--- src/rtl/iq_steer_pkg.sv ---
package iq_steer_pkg;

  typedef struct packed {
    logic single;   // interleaved mode
    logic q_first;  // pair order
  } cfg_t;

  // A word leads its pair when its strobe level equals the order bit:
  // order 0 leads with the low-strobe word, order 1 with the high-strobe word.
  function automatic logic leads_pair(input logic lvl, input logic q_first);
    return lvl == q_first;
  endfunction

  // Two consecutive interleaved words with the same level break framing.
  function automatic logic level_repeats(input logic lvl, input logic prev_lvl,
                                         input logic prev_known);
    return prev_known && (lvl == prev_lvl);
  endfunction

endpackage

--- src/rtl/iq_capture.sv ---
module iq_capture
  import iq_steer_pkg::*;
#(
  parameter int W = 16
) (
  input  logic         clk,
  input  logic         rst_n,
  input  cfg_t         cfg_in,
  input  logic         stb_in,
  input  logic [W-1:0] a_in,
  input  logic [W-1:0] b_in,
  output cfg_t         cap_cfg,
  output logic         cap_stb,
  output logic [W-1:0] cap_a,
  output logic [W-1:0] cap_b,
  output logic         cap_vld
);

  always_ff @(posedge clk) begin
    if (!rst_n) begin
      cap_cfg <= '0;
      cap_stb <= 1'b0;
      cap_a   <= '0;
      cap_b   <= '0;
      cap_vld <= 1'b0;
    end else begin
      cap_cfg <= cfg_in;
      cap_stb <= stb_in;
      cap_a   <= a_in;
      cap_b   <= b_in;
      cap_vld <= 1'b1;
    end
  end

endmodule

--- src/rtl/iq_pair_asm.sv ---
module iq_pair_asm
  import iq_steer_pkg::*;
#(
  parameter int W = 16
) (
  input  logic         clk,
  input  logic         rst_n,
  input  cfg_t         cap_cfg,
  input  logic         cap_stb,
  input  logic [W-1:0] cap_a,
  input  logic [W-1:0] cap_b,
  input  logic         cap_vld,
  output logic [W-1:0] i_out,
  output logic [W-1:0] q_out,
  output logic         out_valid,
  output logic         err_set
);

  logic [W-1:0] held;
  logic         have_lead;
  logic         prev_lvl;
  logic         prev_known;
  cfg_t         cfg_q;
  logic         cfg_seen;

  // named internal events
  logic         cfg_chg;
  logic         fresh;
  logic         is_lead;
  logic         rep;
  logic         emit;
  logic [W-1:0] i_nxt;
  logic [W-1:0] q_nxt;

  always_comb begin
    cfg_chg = cap_vld && cfg_seen && (cap_cfg != cfg_q);
    fresh   = !cfg_seen || cfg_chg;
    is_lead = leads_pair(cap_stb, cap_cfg.q_first);
    rep     = !fresh && level_repeats(cap_stb, prev_lvl, prev_known);
    err_set = cap_vld && cap_cfg.single && rep;
    if (cap_cfg.single)
      emit = cap_vld && !is_lead && have_lead && !fresh;
    else
      emit = cap_vld && cap_stb;
    if (cap_cfg.single) begin
      i_nxt = cap_cfg.q_first ? held  : cap_a;
      q_nxt = cap_cfg.q_first ? cap_a : held;
    end else begin
      i_nxt = cap_a;
      q_nxt = cap_b;
    end
  end

  always_ff @(posedge clk) begin
    if (!rst_n) begin
      held       <= '0;
      have_lead  <= 1'b0;
      prev_lvl   <= 1'b0;
      prev_known <= 1'b0;
      cfg_q      <= '0;
      cfg_seen   <= 1'b0;
      i_out      <= '0;
      q_out      <= '0;
      out_valid  <= 1'b0;
    end else begin
      out_valid <= emit;
      if (emit) begin
        i_out <= i_nxt;
        q_out <= q_nxt;
      end
      if (cap_vld) begin
        cfg_q    <= cap_cfg;
        cfg_seen <= 1'b1;
        if (cap_cfg.single) begin
          prev_lvl   <= cap_stb;
          prev_known <= 1'b1;
          if (is_lead) begin
            held      <= cap_a;
            have_lead <= 1'b1;
          end else begin
            have_lead <= 1'b0;
          end
        end else begin
          have_lead  <= 1'b0;
          prev_known <= 1'b0;
        end
      end
    end
  end


  single_rate_chk: assert property (@(posedge clk) disable iff (!rst_n)
    (out_valid && cfg_q.single) |=> !(out_valid && cfg_q.single));


  dual_gate_chk: assert property (@(posedge clk) disable iff (!rst_n)
    (cap_vld && !cap_cfg.single && !cap_stb) |=> !out_valid);


  restart_chk: assert property (@(posedge clk) disable iff (!rst_n)
    (cfg_chg && cap_cfg.single) |=> !out_valid);


  err_no_pair_chk: assert property (@(posedge clk) disable iff (!rst_n)
    err_set |=> !out_valid);

endmodule

--- src/rtl/iq_err_flag.sv ---
module iq_err_flag (
  input  logic clk,
  input  logic rst_n,
  input  logic err_set,
  input  logic err_clr,
  output logic frame_err
);

  always_ff @(posedge clk) begin
    if (!rst_n)
      frame_err <= 1'b0;
    else if (err_set)
      frame_err <= 1'b1;
    else if (err_clr)
      frame_err <= 1'b0;
  end


  sticky_chk: assert property (@(posedge clk) disable iff (!rst_n)
    (frame_err && !err_clr) |=> frame_err);


  set_wins_chk: assert property (@(posedge clk) disable iff (!rst_n)
    err_set |=> frame_err);

endmodule

--- src/rtl/iq_port_steer.sv ---
module iq_port_steer
  import iq_steer_pkg::*;
#(
  parameter int W = 16
) (
  input  logic         clk,
  input  logic         rst_n,
  input  logic         cfg_single,
  input  logic         cfg_q_first,
  input  logic         err_clr,
  input  logic         frame_stb,
  input  logic [W-1:0] bus_a,
  input  logic [W-1:0] bus_b,
  output logic [W-1:0] i_out,
  output logic [W-1:0] q_out,
  output logic         out_valid,
  output logic         frame_err
);

  cfg_t         cfg_in;
  cfg_t         cap_cfg;
  logic         cap_stb;
  logic [W-1:0] cap_a;
  logic [W-1:0] cap_b;
  logic         cap_vld;
  logic         err_set;

  assign cfg_in = '{single: cfg_single, q_first: cfg_q_first};

  iq_capture #(.W(W)) u_cap (
    .clk(clk), .rst_n(rst_n), .cfg_in(cfg_in), .stb_in(frame_stb),
    .a_in(bus_a), .b_in(bus_b), .cap_cfg(cap_cfg), .cap_stb(cap_stb),
    .cap_a(cap_a), .cap_b(cap_b), .cap_vld(cap_vld)
  );

  iq_pair_asm #(.W(W)) u_asm (
    .clk(clk), .rst_n(rst_n), .cap_cfg(cap_cfg), .cap_stb(cap_stb),
    .cap_a(cap_a), .cap_b(cap_b), .cap_vld(cap_vld),
    .i_out(i_out), .q_out(q_out), .out_valid(out_valid), .err_set(err_set)
  );

  iq_err_flag u_err (
    .clk(clk), .rst_n(rst_n), .err_set(err_set), .err_clr(err_clr),
    .frame_err(frame_err)
  );


  reset_clear_chk: assert property (@(posedge clk)
    !rst_n |=> (!out_valid && !frame_err));

endmodule

--- config.mk ---
export PLATFORM = sky130hd
export DESIGN_NAME = iq_port_steer
export DESIGN_NICKNAME = d
export VERILOG_FILES = /design/src/rtl/iq_steer_pkg.sv /design/src/rtl/iq_capture.sv /design/src/rtl/iq_pair_asm.sv /design/src/rtl/iq_err_flag.sv /design/src/rtl/iq_port_steer.sv
export SDC_FILE = /design/constraint.sdc
export NUM_CORES = 1
export LEC_CHECK = 0
export CAP_MARGIN = 20
export CORE_ASPECT_RATIO = 2
export CORE_UTILIZATION = 55
export DETAILED_ROUTE_END_ITERATION = 6
export MAX_ROUTING_LAYER = met4
export PLACE_DENSITY = 0.9
export SETUP_SLACK_MARGIN = 0.4
export SLEW_MARGIN = 20
export SYNTH_ARGS = -nofsm -noshare
export SYNTH_HDL_FRONTEND = slang
export SYNTH_HIERARCHICAL = 1
export SYNTH_SLANG_ARGS = --single-unit
--- constraint.sdc ---
create_clock -name clk -period 2.87 [get_ports clk]
set_input_delay 0.4305 -clock clk [delete_from_list [all_inputs] [get_ports clk]]
set_output_delay 0.4305 -clock clk [all_outputs]
set_load 0.01 [all_outputs]
Word level (Yosys, flattened, before mapping). Cells that the tools add are included.

Eq/ne operators: 3. Reductions and logical operators: 17. Mux-type cells: 11.

Operators by type and width (count): $mux W16 (4); $logic_and A1 B1 Y1 (10); $mux W1 (7); $logic_not A1 Y1 (3); $reduce_and A3 Y1 (1); $eq A1 B1 Y1 (2); $ne A2 B2 Y1 (1); $reduce_and A2 Y1 (1); $reduce_bool A2 Y1 (1); $logic_or A1 B1 Y1 (1).

Logic and storage cells: 48. Output and inout port bits: 34. Flip-flop bits (word level): 92. Input port bits: 38.

Logic depth before layout (Yosys ltp).
Depth in word-level cells: 7. Mapped depth: 6. Mapped depth without buffers: 3.

Modules after synthesis. Netlist, hierarchy kept.

Modules (own cells, without submodules): iq_pair_asm (area each 2738.9 um^2, times used 1, seq. area each 1081.0 um^2, cells an instance 316); iq_capture (area each 998.5 um^2, times used 1, seq. area each 720.7 um^2, cells an instance 74); iq_err_flag (area each 41.3 um^2, times used 1, seq. area each 20.0 um^2, cells an instance 3).

Worst setup path before layout. Ideal clock, no wire load.

Path type: reg-to-reg. Start: register u_cap/cap_cfg[0] (netlist name). End: register u_asm.i_out[0]. Required time: 2.798 ns. Stages on the path, launching flop included: 6. Clock period less this slack: 1.451 ns. Buffers on the path: 2. Library setup time: 0.072 ns. Arrival time: 1.379 ns. Setup slack: 1.419 ns. Path through: dfxtp_1 > buf_2 > xor2_2 > a41oi_4 > buf_6 > mux2i_1.

Longest elaborated chain between the ends: 6. Elaborated cells on any way between the ends: 12. Those cells by class: eq/ne: 2; mux: 3; reduce/logical: 7.

RTL lines: $ne A2 B2 Y1 or $eq A1 B1 Y1 (tied branches) (RTL line iq_pair_asm.sv:36, iq_steer_pkg.sv:11); $logic_and A1 B1 Y1 or $logic_not A1 Y1 (tied branches) (RTL line iq_pair_asm.sv:36, iq_pair_asm.sv:42); $logic_or A1 B1 Y1 or $logic_and A1 B1 Y1 (tied branches) (RTL line iq_pair_asm.sv:37, iq_pair_asm.sv:42); $logic_not A1 Y1 or $logic_and A1 B1 Y1 (tied branches) (RTL line iq_pair_asm.sv:42) `emit = cap_vld && !is_lead && have_lead && !fresh;`; $logic_and A1 B1 Y1 (RTL line iq_pair_asm.sv:42); $mux W1 (RTL line iq_pair_asm.sv:41) `if (cap_cfg.single)`; end signal: assignment (RTL line iq_pair_asm.sv:68) `i_out <= i_nxt;`; end: declaration (RTL line iq_pair_asm.sv:13) `output logic [W-1:0] i_out,`.

Several ways; a longest one is shown, not always the timed one. A chain may end at the register's enable or synchronous reset.

Final worst setup path.
Start: register u_cap/cap_cfg[0] (netlist name). End: register u_asm.i_out[7].

Longest elaborated chain between the ends: 6. Elaborated cells on any way between the ends: 12. Those cells by class: eq/ne: 2; mux: 3; reduce/logical: 7.

RTL lines (RTL line): $ne A2 B2 Y1 or $eq A1 B1 Y1 (tied branches) (iq_pair_asm.sv:36, iq_steer_pkg.sv:11); $logic_and A1 B1 Y1 or $logic_not A1 Y1 (tied branches) (iq_pair_asm.sv:36, iq_pair_asm.sv:42); $logic_or A1 B1 Y1 or $logic_and A1 B1 Y1 (tied branches) (iq_pair_asm.sv:37, iq_pair_asm.sv:42); $logic_not A1 Y1 or $logic_and A1 B1 Y1 (tied branches) (iq_pair_asm.sv:42); $logic_and A1 B1 Y1 (iq_pair_asm.sv:42); $mux W1 (iq_pair_asm.sv:41).

Several ways; a longest one is shown, not always the timed one.

==> impl_metrics.csv <==
group,metric,value,unit
status,outcome,"complete, no violations",
routing,vias_per_cell,5.52,
logic_synthesis,yosys.area.top_type,"dfxtp_1",
power_and_ir_drop,comb_power_share,9.5,%
setup_path,r2r-end,"u_asm/i_out[7]$_SDFFE_PN0P_",
grt,antenna_found_initial,0,
cells_and_area,diodes,0,
worst_hold_path,holdPathEnd,"u_asm/i_out[1]$_SDFFE_PN0P_",
die,start_util,57.1,%
logic_synthesis,avgSynthCellArea,9.61,um2
grt,overflow,0,
cts,cts-hold-fix-buffers,0,
cells_and_area,final_nets,487,
die,io_pins,72,
cts,cts.sinks,91,
power_and_ir_drop,leakage,1.96,nW
cts,cts_max_level,3,
timing,worst_slew_pin_slew,863,ps
place,io_buffers,71,
cts,clockRootBuffer,"clkbuf_16",
timing,whs,456,ps
logic_synthesis,synthTopCellsByCount,"dfxtp_1 (91), mux2i_1 (49), and2_2 (35), nand2_1 (35), o21ai_0 (32)",
cts,cts_setup_buffers,0,
logic_synthesis,synth_edf_count,0,
logic_synthesis,synthTopCellsByArea,"dfxtp_1 (48%), mux2i_1 (13%), and2_2 (7.0%)",
worst_hold_path,min_from,"u_asm/i_out[1]$_SDFFE_PN0P_",
logic_synthesis,async_reset_ff_share,0,%
worst_hold_path,whs_path_depth,2,
timing,period_needed,2060,ps
cells_and_area,syn_to_final_growth,25.8,%
routing,wl,8220,um
run,drv_cap,0,
setup_path,crit_path_start_kind,"register",
routing,first_pass_iters,4,
grt,grt_max_degree,86,
setup_path,reg2reg_depth,5,
cts,clkTransAtPathRegs,60,ps
logic_synthesis,synth_fp_nets,431,
setup_path,reg2reg_slack,810,ps
power_and_ir_drop,clockPowerShare,39.3,%
worst_hold_path,min_path_type,"register to register",
routing,drt-wirelength-per-cell,15.2,um
die,core-area,6620,um2
cts,cts_tree,"built",
cts,clk_latency,340,ps
timing,max-slew-margin-rel,42.4,%
setup_path,crit_type,"register to register",
die,die_area,7230,um2
logic_synthesis,yosysSeqAreaShare,48.2,%
logic_synthesis,yosysTopAreaCellShare,48.2,%
routing,antenna_left,0,
power_and_ir_drop,switching_share,22.4,%
setup_path,critPathCaptureType,"register",
power_and_ir_drop,powerDensity,553,nW/um2
timing,period_share,71.7,%
setup_path,critPathArrivalTime,2310,ps
setup_path,rr_startpoint,"u_cap/cap_cfg[0]$_SDFF_PN0_",
logic_synthesis,yosys_register_bits,91,
logic_synthesis,ys_warn_count,6,
timing,clock.fmax,0.486,GHz
logic_synthesis,synth.cell_area,3780,um2
grt,grt_pass1_wl,13200,um
timing,setup_slack,811,ps
logic_synthesis,yosysMostFrequentCell,"dfxtp_1",
routing,vias,2986,
cells_and_area,layout-drive-gt1-share,13.5,%
power_and_ir_drop,switchingPower,0.589,mW
setup_path,worstPathMaxFanout,33,
die,die_y,119,um
power_and_ir_drop,p_seq_share,51.2,%
place,gp_congestion,0.820,
timing,skew,5.99,ps
routing,drc_errors,0,
timing,setup-violations-final,0,
grt,grtUsageTotal,25.7,%
cts,numCtsBuffers,9,
place,dpl_worst_slack,844,ps
timing,hold_viol,0,
timing,rsz0062_at_grt,"no",
timing,slew_viol_final,0,
power_and_ir_drop,irDropWorstVdd,0.399,mV
die,row_count,42,
routing,drt_iter0_drc,124,
setup_path,critPathRequiredTime,3120,ps
cts,cts.repair.resized,0,
die,die_x,60.6,um
power_and_ir_drop,p_int,2.04,mW
logic_synthesis,ys.flop_type,"dfxtp_1",
cts,cts_max_path_buffers,2,
grt,grt_pass1_vias,2863,
timing,setup-tns-final,0,ps
logic_synthesis,synth.distinct_cells,26,
place,hpwl,5690,um
logic_synthesis,syn_inst,393,
power by group through the flow:
stage               logic (mW)  registers, mW  clock network, mW
detailed placement       0.247           1.37                  0
global route             0.269           1.35               1.11
global placement         0.238           1.37                  0
CTS                      0.248           1.35               1.05
finish                   0.249           1.35               1.03
floorplan                0.151           1.36                  0
cells by family (layout without fill, tap and decap cells):
logic type / after synthesis / in the layout / share of synthesized area, %
mux: 49 / 49 / 13.0
flops: 91 / 91 / 48.2
xor+xnor: 4 / 4 / 1.13
compound gates: 85 / 85 / 14.6
simple gates: 130 / 130 / 18.8
buf+inv: 34 / 94 / 4.27
layer usage:
metal	share of wire, %	vias to the layer above	track usage [%]
li1	-	1461	-
met1	38	1380	27.3
met2	51	110	40.9
met3	4.7	35	6.62
met4	6.4	0	15.9
met5	0	-	-
registers in the layout, summed over array words and instances, names as in the netlist, 2 cells and up:
register       count
u_cap/cap_cfg      2
u_cap/cap_b       16
u_asm/held        16
u_asm/q_out       16
u_asm/i_out       16
u_cap/cap_a       16
critical path: stages, from the launching register on:
cell     delay (ps)
dfxtp_2         640
xor2_2          130
buf_4           210
a41oi_4         210
buf_4           480
mux2i_1         290
layout make-up:
| cell class | count | area (um2) |
|---|---|---|
| fill | 515 | 1870 |
| sequential | 91 | 1820 |
| timing repair buffer | 78 | 758 |
| clock inverter | 3 | 15.0 |
| multi-input combinational | 268 | 1800 |
| inverter | 1 | 3.75 |
| tap | 88 | 110 |
| clock buffer | 12 | 246 |
through the flow:
| stage | utilization (%) | instance area [um2] | power (mW) | instances |
|---|---|---|---|---|
| floorplan | - | 3780 | 1.51 | 393 |
| global placement | 67.8 | 4490 | 1.61 | 526 |
| detailed placement | 67.8 | 4490 | 1.62 | 526 |
| CTS | 71.8 | 4750 | 2.64 | 541 |
| global route | 71.8 | 4750 | 2.73 | 541 |
| finish | 71.8 | 4750 | 2.63 | 541 |
how the worst max path moves through the flow:
stage | from | end | slack (ps) | cells after the start
6_report | u_cap/cap_cfg[0]$_SDFF_PN0_ | u_asm/i_out[7]$_SDFFE_PN0P_ | 810 | 5
5_1_grt | u_cap/cap_cfg[0]$_SDFF_PN0_ | u_asm/i_out[7]$_SDFFE_PN0P_ | 670 | 5
4_1_cts | u_cap/cap_cfg[0]$_SDFF_PN0_ | u_asm/i_out[7]$_SDFFE_PN0P_ | 810 | 5
3_5_place_dp | u_cap/cap_cfg[0]$_SDFF_PN0_ | u_asm/q_out[5]$_SDFFE_PN0P_ | 840 | 5
3_3_place_gp | u_cap/cap_cfg[0]$_SDFF_PN0_ | u_asm/i_out[15]$_SDFFE_PN0P_ | 950 | 5
2_1_floorplan | u_cap/cap_cfg[0]$_SDFF_PN0_ | u_asm/i_out[0]$_SDFFE_PN0P_ | 1420 | 5
cell usage in the layout, fill, tap and decap left out, drive strengths merged, types with 2 or more instances in the layout:
cell,synthesis,final
buf,9,8
clkinv,0,3
nand3,16,16
mux2i,49,49
o21ai,32,32
a21oi,19,19
and4,2,2
nor2b,2,2
xnor2,3,3
a211o,16,16
nor2,21,21
clkdlybuf4s50,0,70
a21boi,16,16
clkbuf,24,12
dfxtp,91,91
nand2,35,35
and2,36,36
and3,16,16
(Power assumes the default switching activity.)
